--- src/rtl/dma_arb_pkg.sv ---
package dma_arb_pkg;
  // Control-to-datapath strobes
  typedef struct packed {
    logic load;     // capture the current winner into the grant register
    logic clear;    // drop the grant
    logic holding;  // a grant is currently owned
  } arbStrobe_t;
endpackage

--- src/rtl/dma_arb_datapath.sv ---
module dma_arb_datapath
  import dma_arb_pkg::*;
#(
  parameter int NUM_CH = 8,
  parameter int LVL_W  = 2,
  localparam int IDX_W   = $clog2(NUM_CH),
  localparam int NUM_LVL = 1 << LVL_W
) (
  input  logic                    clk,
  input  logic                    rst_n,
  input  arbStrobe_t              strobe,
  input  logic [NUM_CH-1:0]       chReq,
  input  logic [NUM_CH-1:0]       chEn,
  input  logic [NUM_CH*LVL_W-1:0] chLevel,
  input  logic [NUM_CH-1:0]       chM2m,
  output logic [NUM_CH-1:0]       grantVec,
  output logic [IDX_W-1:0]        grantIdx,
  output logic                    candAny
);

  logic [NUM_CH-1:0] eligible;
  logic [NUM_CH-1:0] others;
  logic [NUM_CH-1:0] cand;
  logic              ownerM2m;

  assign eligible = chReq & chEn;
  assign others   = eligible & ~grantVec;
  assign ownerM2m = |(grantVec & chM2m);

  // A memory-to-memory owner yields to any other competitor
  always_comb begin
    if (strobe.holding && ownerM2m && (|others)) cand = others;
    else                                         cand = eligible;
  end

  assign candAny = |cand;

  // Stage one: split candidates by software level
  logic [NUM_CH-1:0] lvlMask [NUM_LVL];

  for (genvar l = 0; l < NUM_LVL; l++) begin : g_lvl
    always_comb begin
      for (int i = 0; i < NUM_CH; i++) begin
        lvlMask[l][i] = cand[i] && (chLevel[i*LVL_W +: LVL_W] == LVL_W'(l));
      end
    end
  end

  // Pick the highest non-empty level
  logic [NUM_CH-1:0] topMask;
  always_comb begin
    logic found;
    found   = 1'b0;
    topMask = '0;
    for (int l = NUM_LVL - 1; l >= 0; l--) begin
      if (!found && (|lvlMask[l])) begin
        topMask = lvlMask[l];
        found   = 1'b1;
      end
    end
  end

  // Stage two: lowest index within that level
  logic [NUM_CH-1:0] winVec;
  logic [IDX_W-1:0]  winIdx;
  always_comb begin
    logic taken;
    taken  = 1'b0;
    winVec = '0;
    winIdx = '0;
    for (int i = 0; i < NUM_CH; i++) begin
      if (!taken && topMask[i]) begin
        winVec[i] = 1'b1;
        winIdx    = IDX_W'(i);
        taken     = 1'b1;
      end
    end
  end

  // Grant register
  always_ff @(posedge clk or negedge rst_n) begin
    if (!rst_n) begin
      grantVec <= '0;
      grantIdx <= '0;
    end else if (strobe.load) begin
      grantVec <= winVec;
      grantIdx <= winIdx;
    end else if (strobe.clear) begin
      grantVec <= '0;
      grantIdx <= '0;
    end
  end


  grant_onehot_chk: assert property (@(posedge clk) disable iff (!rst_n)
    $onehot0(grantVec));


  grant_idx_match_chk: assert property (@(posedge clk) disable iff (!rst_n)
    (grantVec != '0) |-> grantVec[grantIdx]);


  grant_to_eligible_chk: assert property (@(posedge clk) disable iff (!rst_n)
    strobe.load |=> ((grantVec & ~$past(eligible)) == '0));


  m2m_yield_chk: assert property (@(posedge clk) disable iff (!rst_n)
    (strobe.load && strobe.holding && ownerM2m && (|others))
      |=> ((grantVec & $past(grantVec)) == '0));

endmodule

--- src/rtl/dma_arb_ctrl.sv ---
module dma_arb_ctrl
  import dma_arb_pkg::*;
(
  input  logic       clk,
  input  logic       rst_n,
  input  logic       candAny,
  input  logic       xferBusy,
  input  logic       xferDone,
  output arbStrobe_t strobe,
  output logic       grantValid
);

  typedef enum logic {ARB_IDLE, ARB_HOLD} arbState_t;

  arbState_t state;
  logic      advance;

  assign advance = (state == ARB_HOLD) && xferDone && !xferBusy;

  always_comb begin
    strobe.holding = (state == ARB_HOLD);
    strobe.load    = ((state == ARB_IDLE) || advance) && candAny;
    strobe.clear   = advance && !candAny;
  end

  always_ff @(posedge clk or negedge rst_n) begin
    if (!rst_n)            state <= ARB_IDLE;
    else if (strobe.load)  state <= ARB_HOLD;
    else if (strobe.clear) state <= ARB_IDLE;
  end

  assign grantValid = (state == ARB_HOLD);


  idle_grant_latency_chk: assert property (@(posedge clk) disable iff (!rst_n)
    (!grantValid && candAny) |=> grantValid);


  busy_done_ignored_chk: assert property (@(posedge clk) disable iff (!rst_n)
    (grantValid && xferBusy) |=> grantValid);

endmodule

--- src/rtl/dma_chan_arbiter.sv ---
module dma_chan_arbiter
  import dma_arb_pkg::*;
#(
  parameter int NUM_CH = 8,
  parameter int LVL_W  = 2,
  localparam int IDX_W = $clog2(NUM_CH)
) (
  input  logic                    clk,
  input  logic                    rst_n,
  input  logic [NUM_CH-1:0]       chReq,
  input  logic [NUM_CH-1:0]       chEn,
  input  logic [NUM_CH*LVL_W-1:0] chLevel,
  input  logic [NUM_CH-1:0]       chM2m,
  input  logic                    xferBusy,
  input  logic                    xferDone,
  output logic [NUM_CH-1:0]       grantVec,
  output logic [IDX_W-1:0]        grantIdx,
  output logic                    grantValid
);

  arbStrobe_t strobe;
  logic       candAny;

  dma_arb_ctrl i_ctrl (
    .clk        (clk),
    .rst_n      (rst_n),
    .candAny    (candAny),
    .xferBusy   (xferBusy),
    .xferDone   (xferDone),
    .strobe     (strobe),
    .grantValid (grantValid)
  );

  dma_arb_datapath #(
    .NUM_CH (NUM_CH),
    .LVL_W  (LVL_W)
  ) i_dp (
    .clk      (clk),
    .rst_n    (rst_n),
    .strobe   (strobe),
    .chReq    (chReq),
    .chEn     (chEn),
    .chLevel  (chLevel),
    .chM2m    (chM2m),
    .grantVec (grantVec),
    .grantIdx (grantIdx),
    .candAny  (candAny)
  );


  valid_vec_agree_chk: assert property (@(posedge clk) disable iff (!rst_n)
    grantValid == (grantVec != '0));


  hold_stable_chk: assert property (@(posedge clk) disable iff (!rst_n)
    (grantValid && !(xferDone && !xferBusy)) |=> ($stable(grantVec) && grantValid));


  no_request_no_grant_chk: assert property (@(posedge clk) disable iff (!rst_n)
    (!grantValid && ((chReq & chEn) == '0)) |=> !grantValid);

endmodule

--- config.mk ---
export PLATFORM = sky130hd
export DESIGN_NAME = dma_chan_arbiter
export DESIGN_NICKNAME = d
export VERILOG_FILES = /design/src/rtl/dma_arb_pkg.sv /design/src/rtl/dma_arb_datapath.sv /design/src/rtl/dma_arb_ctrl.sv /design/src/rtl/dma_chan_arbiter.sv
export SDC_FILE = /design/constraint.sdc
export NUM_CORES = 1
export LEC_CHECK = 0
export BUFFER_PORTS_ARGS = -buffer_cell sky130_fd_sc_hd__buf_2
export CORE_MARGIN = 1.5
export CORE_UTILIZATION = 46
export CTS_BUF_LIST = sky130_fd_sc_hd__clkbuf_2
export CTS_CLUSTER_SIZE = 14
export DETAILED_ROUTE_END_ITERATION = 16
export GPL_TIMING_DRIVEN = 0
export PLACE_DENSITY = 0.79
export SYNTH_ARGS = -nofsm -noshare
export SYNTH_HDL_FRONTEND = slang
export SYNTH_HIERARCHICAL = 1
export SYNTH_SLANG_ARGS = --single-unit
--- constraint.sdc ---
create_clock -name clk -period 3.05 [get_ports clk]
set_input_delay 0.61 -clock clk [delete_from_list [all_inputs] [get_ports clk]]
set_output_delay 0.61 -clock clk [all_outputs]
set_load 0.02 [all_outputs]
[After elaboration in Yosys (flattened, before gate mapping)]
Index checks and enable logic that the tools add are counted.
Word-level totals
  register bits: 12
  input port bits: 44
  output and inout port bits: 12
  logic and storage cells: 144
Operators by class
  equal/unequal tests: 24
  multiplexer cells: 35
  bitwise gates (word level): 5
  reduce and logical (&&, ||, !) cells: 77
Operators with widths (count)
  $mux W8: 7
  $reduce_or A8 Y1: 7
  $logic_and A1 B1 Y1: 48
  $eq A2 B2 Y1 const B: 16
  $and A8 B8 Y8: 3
  $mux W1: 20
  $mux W3: 6
  $eq A2 B1 Y1 const B: 8
  $logic_not A2 Y1: 8
  $logic_not A1 Y1: 12
  $not A8 Y8: 1
  $mux W2: 2
  $reduce_bool A2 Y1: 1
  $logic_or A1 B1 Y1: 1
  $not A1 Y1: 1

[Logic depth before layout (Yosys ltp)]
Gate-level depths: netlist of the first run.
  word-level depth: 40
  gate-level depth with buffers: 16
  gate-level depth less buffers: 12

[Cells and area by module]
Netlist of the first run, hierarchy kept.
Modules (own cells, without submodules)
  dma_arb_datapath: times used 1, cells an instance 180, area each 1415.1 sq um, sequential area each 275.3 sq um
  dma_arb_ctrl: times used 1, cells an instance 6, area each 73.8 sq um, sequential area each 25.0 sq um

[Worst setup path after synthesis of the first run]
OpenSTA, ideal clock, no wires.
  path type: input port to flip-flop
  start: input chM2m[4]
  end: register i_dp.grantIdx[0]
  setup time: 0.126 ns
  arrival time: 3.171 ns
  data required time: 2.924 ns
  setup slack: -0.247 ns
  stages on the path: 13
  buffers on the path: 1
  cell sequence: a22oi_1 > a41oi_2 > o31a_1 > buf_4 > a2111oi_0 > a2111o_1 > or4_1 > a311oi_2 > o221ai_2 > and2_4 > nand2_4 > nor3_1 > a221o_1
On the way
  longest elaborated chain between the ends: 40
  elaborated cells between the ends (all ways): 88
  classes of those cells: 23 x mux; 1 x bitwise; 64 x reduce/logical
RTL lines
  start, declared: RTL line dma_chan_arbiter.sv:13  | input logic [NUM_CH-1:0] chM2m,
  $and A8 B8 Y8 (*): RTL line dma_arb_datapath.sv:28  | assign ownerM2m = |(grantVec & chM2m);
  $reduce_or A8 Y1 (*): RTL line dma_arb_datapath.sv:28
  $logic_and A1 B1 Y1 (*) (2 in series): RTL line dma_arb_datapath.sv:32  | if (strobe.holding && ownerM2m && (|others)) cand = others;
  $mux W8 (*): RTL line dma_arb_datapath.sv:32
  $logic_and A1 B1 Y1: RTL line dma_arb_datapath.sv:44  | lvlMask[l][i] = cand[i] && (chLevel[i*LVL_W +: LVL_W] == LVL_W'(l));
  $reduce_or A8 Y1: RTL line dma_arb_datapath.sv:56  | if (!found && (|lvlMask[l])) begin
  $mux W1: RTL line dma_arb_datapath.sv:56
  $logic_not A1 Y1: RTL line dma_arb_datapath.sv:56
  (+23 left out)
  $mux W1: RTL line dma_arb_datapath.sv:72  | if (!taken && topMask[i]) begin
  $logic_not A1 Y1: RTL line dma_arb_datapath.sv:72
  $logic_and A1 B1 Y1: RTL line dma_arb_datapath.sv:72
  $mux W1: RTL line dma_arb_datapath.sv:72
  $logic_not A1 Y1: RTL line dma_arb_datapath.sv:72
  $logic_and A1 B1 Y1: RTL line dma_arb_datapath.sv:72
  $mux W3: RTL line dma_arb_datapath.sv:72
  $mux W3: RTL line dma_arb_datapath.sv:85  | end else if (strobe.load) begin
  end signal, assigned: RTL line dma_arb_datapath.sv:87  | grantIdx <= winIdx;
  end, declared: RTL line dma_arb_datapath.sv:17  | output logic [IDX_W-1:0] grantIdx,
Mark *: on every way between the ends. The rest lies on a longest branch, timed or not.
A chain may end at the register's enable or synchronous reset.

[Final worst setup path of the first run]
  start: input chReq[4]
  end: register i_dp.grantIdx[0]
On the way
  longest elaborated chain between the ends: 40
  elaborated cells between the ends (all ways): 88
  classes of those cells: 23 x mux; 2 x bitwise; 63 x reduce/logical
RTL lines
  start, declared: RTL line dma_chan_arbiter.sv:10  | input logic [NUM_CH-1:0] chReq,
  $and A8 B8 Y8 (*): RTL line dma_arb_datapath.sv:26  | assign eligible = chReq & chEn;
  $and A8 B8 Y8: RTL line dma_arb_datapath.sv:27  | assign others = eligible & ~grantVec;
  $reduce_or A8 Y1: RTL line dma_arb_datapath.sv:32
  $logic_and A1 B1 Y1: RTL line dma_arb_datapath.sv:32
  $mux W8 (*): RTL line dma_arb_datapath.sv:32
  $logic_and A1 B1 Y1: RTL line dma_arb_datapath.sv:44
  $reduce_or A8 Y1: RTL line dma_arb_datapath.sv:56
  $mux W1: RTL line dma_arb_datapath.sv:56
  (+24 left out)
  $mux W1: RTL line dma_arb_datapath.sv:72
  $logic_not A1 Y1: RTL line dma_arb_datapath.sv:72
  $logic_and A1 B1 Y1: RTL line dma_arb_datapath.sv:72
  $mux W1: RTL line dma_arb_datapath.sv:72
  $logic_not A1 Y1: RTL line dma_arb_datapath.sv:72
  $logic_and A1 B1 Y1: RTL line dma_arb_datapath.sv:72
  $mux W3: RTL line dma_arb_datapath.sv:72
  $mux W3: RTL line dma_arb_datapath.sv:85
Marks and branches as above.

==> impl_metrics.toml, run 1 <==
[worst_setup_path]
critical-path-slowest-cell = "a2111oi_1"
crit_path_start_kind = "input pin"
crit_type = "in2reg"
r2r_slack_ps = -280
cp.required_ps = 3210
critPathTopFamily = "compound AO/OA/AOI/OAI gates"
cp_slowest_stage_delay_ps = 440
r2r-start = "i_dp/grantVec[0]"
worst_ep_arrival_time_ps = 3530
crit_buf_inv = 3
critPathMaxFanout = 6
path_depth = 15
endpoint = "i_dp/grantIdx[0]"
r2r_cells = 13
end_kind = "flop"
startpoint = "chReq[4]"
worstReg2RegEnd = "i_dp/grantIdx[0]"
crit_chain = "buf_2 > nand2_4 > o22ai_2 > o31a_1 > buf_6 > clkbuf_16 > a2111oi_1 > a2111o_1 > nor3_1 > nor3_2 > o221ai_2 > nor3b_2 > o21ai_0 > nand2_1 > a221o_1"

[cells_and_area]
fin_nets = 320
fin_cells = 319
antenna_cells = 0
drive_gt1_frac = 0.5564
final_common_cell = "buf_2"
final_cell_mix = "buf_2, buf_4, nand2_1"
utilization = 0.7775
areaGrowthSynthToFinish_pct = 59.41
fin_area_sq_um = 2374

[synthesis]
yosysUniqueCellTypes = 60
synth_seq_cells = 12
syn_inst = 186
synth-edff-count = 0
ys.flop_type = "dfrtp_1"
async_flop_share = 1.000
syn_avg_cell_area_sq_um = 8.005
syn-cell-area_sq_um = 1489
synth_nets = 230
ys_seq_area_frac = 0.2017
synth_warnings = 6

[clock_network]
clk_latency_ps = 260
cts_buffers = 3
clk_path_buf_depth = 2
hold_buffers = 0
path_clk_slew_ps = 110
clock_sinks = 12
cts_tree = "built"
clockRootBuffer = "clkbuf_2"
htree_levels = 1

[pwr]
p_per_area_nw_per_um2 = 365.4
share_comb_of_total_power = 0.671
power_leakage_uw = 0.001047
finalPower_uw = 867.4
p_int_uw = 466.9
ir_worst_vdd_uv = 262.0
p_seq_frac = 0.237
switchingPower_uw = 400.5
sw_frac_of_total = 0.4618
clockPowerShare = 0.092

[die]
start_util = 0.4877
core_area_sq_um = 3053
die_w_um = 59.89
die_area_sq_um = 3587
rows = 20
die_y_um = 59.89
ioPinCount = 56

[place]
io_buffers = 55
hpwl_um = 3888
placed_cell_area_sq_um = 1893
dp.cells = 285
place_congestion = 0.9801

[sta]
clock-skew-final_ps = 5.470
drv_slew = 0
tns_ps = -1789
worst_pin_slew_ps = 466.2
period_share = 1.105
hold_violations = 0
max_clock_freq_mhz = 296.6
max-slew-margin-rel = 0.6892
period_needed_ps = 3371
finalSetupViolCount = 10
setup_slack_ps = -321.5
rsz0062_at_grt = "true"

[detailed_routing]
dr_total_vias = 2109
drc = 0
post_drt_wl_per_cell_um = 19.53
vias_per_cell = 6.611
drt_wl_total_um = 6230
antenna_left = 0
first_pass_iters = 7
drt_iter0_drc = 142

[global_routing]
grt_overflow = 0
grt.total_usage = 0.3213
antenna_found_initial = 0
grt_max_degree = 13
grt_pass1_wl_um = 8700
grt_pass1_vias = 1824

[outcome]
status = "complete, but fails checks"
violations = "negative setup slack"

[flow_run]
maxCapViolations = 0

[min_path]
hp-class = "in2async"
-- synthesized netlist by cell type (all sizes together) (2+ instances only) --
cell type | instances | share of area
o22ai | 2 | 0.0084
a22oi | 4 | 0.020
nor3 | 3 | 0.010
o221ai | 2 | 0.020
buf | 5 | 0.024
a21oi | 9 | 0.030
nor4 | 2 | 0.013
nand2 | 23 | 0.063
a2111o | 5 | 0.038
nand3 | 3 | 0.010
and2 | 3 | 0.014
nor3b | 6 | 0.034
or4 | 2 | 0.010
a31oi | 5 | 0.021
a22o | 3 | 0.018
a211oi | 4 | 0.020
nand2b | 3 | 0.018
o31a | 2 | 0.012
o2111ai | 2 | 0.012
a2111oi | 11 | 0.070
nor2b | 3 | 0.013
o31ai | 2 | 0.010
inv | 13 | 0.033
nand3b | 3 | 0.015
o21ai | 10 | 0.034
a32o | 3 | 0.020
a311oi | 3 | 0.030
a2bb2oi | 2 | 0.012
nor2 | 10 | 0.027
dfrtp | 12 | 0.20
o211ai | 2 | 0.010
a21o | 7 | 0.035
-- flip-flops by register name, summed over array words and instances (netlist names) --
signal,cells
i_ctrl/grantValid,1
i_dp/grantIdx,3
i_dp/grantVec,8
-- cell families after synthesis --
family          count (synthesis)  synth area share
xor+xnor                        1          0.005883
buf+inv                        19           0.05966
compound gates                 87            0.4773
simple gates                   66            0.2487
flops                          12            0.2017
mux                             1          0.006723
-- timing repair --
item	4_1_cts	5_1_grt
endpoints found under the setup margin	10	11
setup buffers	23	4
resized for setup	34	19
pin swaps	25	5
gates cloned	1	2
-- layout make-up --
| class | instances | area (sq um) |
|---|---|---|
| Inverter | 13 | 48.80 |
| Fill cell | 213 | 679.4 |
| Buffer | 6 | 56.30 |
| Timing Repair Buffer | 85 | 515.5 |
| Multi-Input combinational cell | 155 | 1370 |
| Sequential cell | 12 | 309.0 |
| Clock buffer | 3 | 15.01 |
| Clock inverter | 1 | 3.754 |
| Tap cell | 44 | 55.05 |
-- layer usage --
| metal | part of all wire | routed length, um | track usage |
|---|---|---|---|
| met1 | 0.39 | 2447 | 0.4341 |
| met4 | 0.033 | 206 | 0.06032 |
| met3 | 0.10 | 650 | 0.04978 |
| met2 | 0.47 | 2925 | 0.5435 |
| met5 | 0 | 0 | 0 |
-- how the worst min path moves through the flow --
| stage | start | to | slack (ps) |
|---|---|---|---|
| after floorplan | rst_n | i_ctrl/grantValid | 310 |
| after global placement | i_dp/grantIdx[1] | i_dp/grantIdx[1] | 460 |
| after detailed placement | i_dp/grantIdx[1] | i_dp/grantIdx[1] | 470 |
| after CTS | rst_n | i_dp/grantIdx[0] | 200 |
| after global routing | rst_n | i_dp/grantIdx[0] | 190 |
| final | rst_n | i_dp/grantIdx[0] | 200 |
-- metrics by stage --
step / hold WS, ps / setup slack, ps
6_report: 200.3 / -321.5
5_1_grt: 189.9 / -378.9
4_1_cts: 202.0 / -193.0
3_5_place_dp: 465.2 / -696.6
3_3_place_gp: 457.2 / -713.3
2_1_floorplan: 314.4 / -167.1
-- power groups by stage --
stage / registers [uW] / clock network, uW / logic (uW)
3_5_place_dp: 219 / 0 / 384
4_1_cts: 203 / 81.0 / 496
3_3_place_gp: 218 / 0 / 382
6_report: 206 / 79.5 / 582
5_1_grt: 207 / 90.8 / 607
2_1_floorplan: 237 / 0 / 241
(Power assumes the default switching activity.)
==> inputs of run 2 (changes only) <==
--- a/config.mk
+++ b/config.mk
@@ -12,8 +12,7 @@
 export CTS_CLUSTER_SIZE = 14
 export DETAILED_ROUTE_END_ITERATION = 16
 export GPL_TIMING_DRIVEN = 0
-export PLACE_DENSITY = 0.79
+export PLACE_DENSITY = 0.78
 export SYNTH_ARGS = -nofsm -noshare
 export SYNTH_HDL_FRONTEND = slang
-export SYNTH_HIERARCHICAL = 1
 export SYNTH_SLANG_ARGS = --single-unit
==> impl_metrics.toml, run 2 <==
[worst_setup_path]
critPathTopFamily = "compound AO/OA/AOI/OAI gates"
cp.required_ps = 3220
crit_type = "reg2reg"
r2r_cells = 12
critPathMaxFanout = 7
r2r_slack_ps = -330
r2r-start = "i_dp.grantVec[3]"
crit_path_start_kind = "flop"
end_kind = "flop"
crit_chain = "nand3b_1 > o2111ai_2 > o31a_2 > buf_8 > buf_6 > a21o_1 > o32ai_2 > or4_4 > o211ai_1 > a22oi_2 > a211o_4 > o41ai_2"
cp_slowest_stage_delay_ps = 590
worstReg2RegEnd = "i_dp.grantVec[5]"
crit_buf_inv = 2
critical-path-slowest-cell = "or4_4"
worst_ep_arrival_time_ps = 3540

[sta]
whs_ps = 182.7
drv_slew = 0
max_clock_freq_mhz = 296.1
period_needed_ps = 3377
hold_violations = 0
finalSetupViolCount = 10
period_share = 1.107
rsz0062_at_grt = "true"
max-slew-margin-rel = 0.6524
clock-skew-final_ps = 14.86
setup_slack_ps = -327.1
worst_pin_slew_ps = 516.6

[synthesis]
synth_nets = 232
syn_inst = 188
yosysUniqueCellTypes = 55
netlist_top_cells_area = "dfrtp_1, nand2_1, a21oi_1, a21o_1, a2111oi_0"
yosysMostFrequentCell = "nand2_1"
syn-cell-area_sq_um = 1516
async_flop_share = 1.000
syn_avg_cell_area_sq_um = 8.066
synth_common_cells = "nand2_1, a21oi_1, dfrtp_1"
synth_top_area_frac = 0.1980
ys.flop_type = "dfrtp_1"
synth-edff-count = 0
ys_seq_area_frac = 0.1980
synth_warnings = 0
synth_seq_cells = 12
yosys.area.top_type = "dfrtp_1"

[cells_and_area]
final_common_cell = "buf_2"
fillers = 203
antenna_cells = 0
fin_nets = 329
top_register = "i_dp.grantVec"
fin_area_sq_um = 2554
drive_gt1_frac = 0.5739
final_cell_mix = "buf_2, buf_4, nand2_1"
utilization = 0.8230
largest_register_ffs = 8
areaGrowthSynthToFinish_pct = 68.40

[detailed_routing]
antenna_left = 0
first_pass_iters = 5
vias_per_cell = 6.966
drt_wl_total_um = 7078
post_drt_wl_per_cell_um = 21.58
drt_iter0_drc = 259
dr_total_vias = 2285
drc = 0

[pwr]
p_per_area_nw_per_um2 = 384.9
finalPower_uw = 983.0
power_leakage_uw = 0.001137
ir_worst_vdd_uv = 342.0

[global_routing]
grt_pass1_vias = 2068
grt_overflow = 0
grt_pass1_wl_um = 9929
grt.total_usage = 0.3683
grt_max_degree = 13
antenna_found_initial = 0

[place]
hpwl_um = 4166
placed_cell_area_sq_um = 1983
place_congestion = 0.9379
io_buffers = 55

[clock_network]
cts_tree = "built"
cts_buffers = 3
htree_levels = 1
path_clk_slew_ps = 130
clk_latency_ps = 280
clk_path_buf_depth = 2
clockRootBuffer = "clkbuf_2"
clock_sinks = 12

[outcome]
status = "complete, but fails checks"
violations = "negative setup slack"

[die]
start_util = 0.4887
rows = 20
core_area_sq_um = 3103
die_w_um = 60.42
die_y_um = 60.42
ioPinCount = 56
die_area_sq_um = 3650

[flow_run]
maxCapViolations = 0

[min_path]
hp-class = "in2async"
run 2: cell count changes after synthesis, moves of 3 or more:
cell / previous run / this run
nand4_1: 1 / 7
a31oi_1: 5 / 2
a21oi_1: 9 / 15
a311oi_2: 3 / 0
o21ai_1: 3 / 0
o21ai_0: 7 / 10
buf_6: 1 / 4
nor3b_1: 5 / 0
a211o_1: 0 / 5
run 2: cell type report:
| class | count | area (sq um) | area share |
|---|---|---|---|
| Multi-Input combinational cell | 158 | 1433 | 0.5610 |
| Timing Repair Buffer | 93 | 614.3 | 0.2406 |
| Sequential cell | 12 | 310.3 | 0.1215 |
| Buffer | 6 | 80.08 | 0.03136 |
| Tap cell | 44 | 55.05 | 0.02156 |
| Inverter | 11 | 41.29 | 0.01617 |
| Clock buffer | 4 | 20.02 | 0.007839 |
run 2: stage by stage:
step           TNS [ps]  std cells  setup WS, ps
2_1_floorplan    -424.2        188        -154.0
3_3_place_gp      -4638        287        -630.9
3_5_place_dp      -4921        287        -659.2
4_1_cts          -797.4        321        -177.0
5_1_grt           -2505        328        -359.9
6_report          -2015        328        -327.1
run 2: cell families (layout without fill, tap and decap cells):
kind of cell           count (synthesis)  in the layout  synth area share
muxes                                  2              2           0.01485
AOI/OAI and AO/OA                     93             93            0.4992
and+or+nand+nor                       63             63            0.2228
DFF                                   12             12            0.1980
buffers and inverters                 18            114           0.06518
run 2: what timing repair did:
item,4_1_cts,5_1_grt
pin swaps,39,7
endpoints found under the hold margin,0,0
cloned,3,0
resized for setup,45,14
hold buffers,0,0
buffers inserted,28,7
setup endpoints to repair,10,11
run 2: worst max path at each step:
stage | depth (start not counted) | start | endpoint | slack (ps)
final | 12 | i_dp.grantVec[3] | i_dp.grantVec[5] | -330
after CTS | 12 | i_dp.grantVec[0] | i_dp.grantVec[5] | -180
after global placement | 14 | chReq[0] | i_dp.grantIdx[0] | -630
after detailed placement | 13 | chReq[0] | i_dp.grantIdx[0] | -660
after global routing | 14 | i_dp.grantVec[3] | i_dp.grantIdx[0] | -360
after floorplan | 13 | chM2m[5] | i_dp.grantIdx[0] | -150
run 2: metal layers:
layer,track usage,wire (um)
met5,0,0
met4,0.1677,391
met3,0.09168,799
met2,0.5885,3253
met1,0.4716,2633
run 2: power by group:
group | internal (uW) | total [uW] | switching (uW)
Sequential | 184 | 206 | 22.0
Combinational | 316 | 688 | 371
Clock | 34.8 | 89.4 | 54.6
Total | 535 | 983 | 448
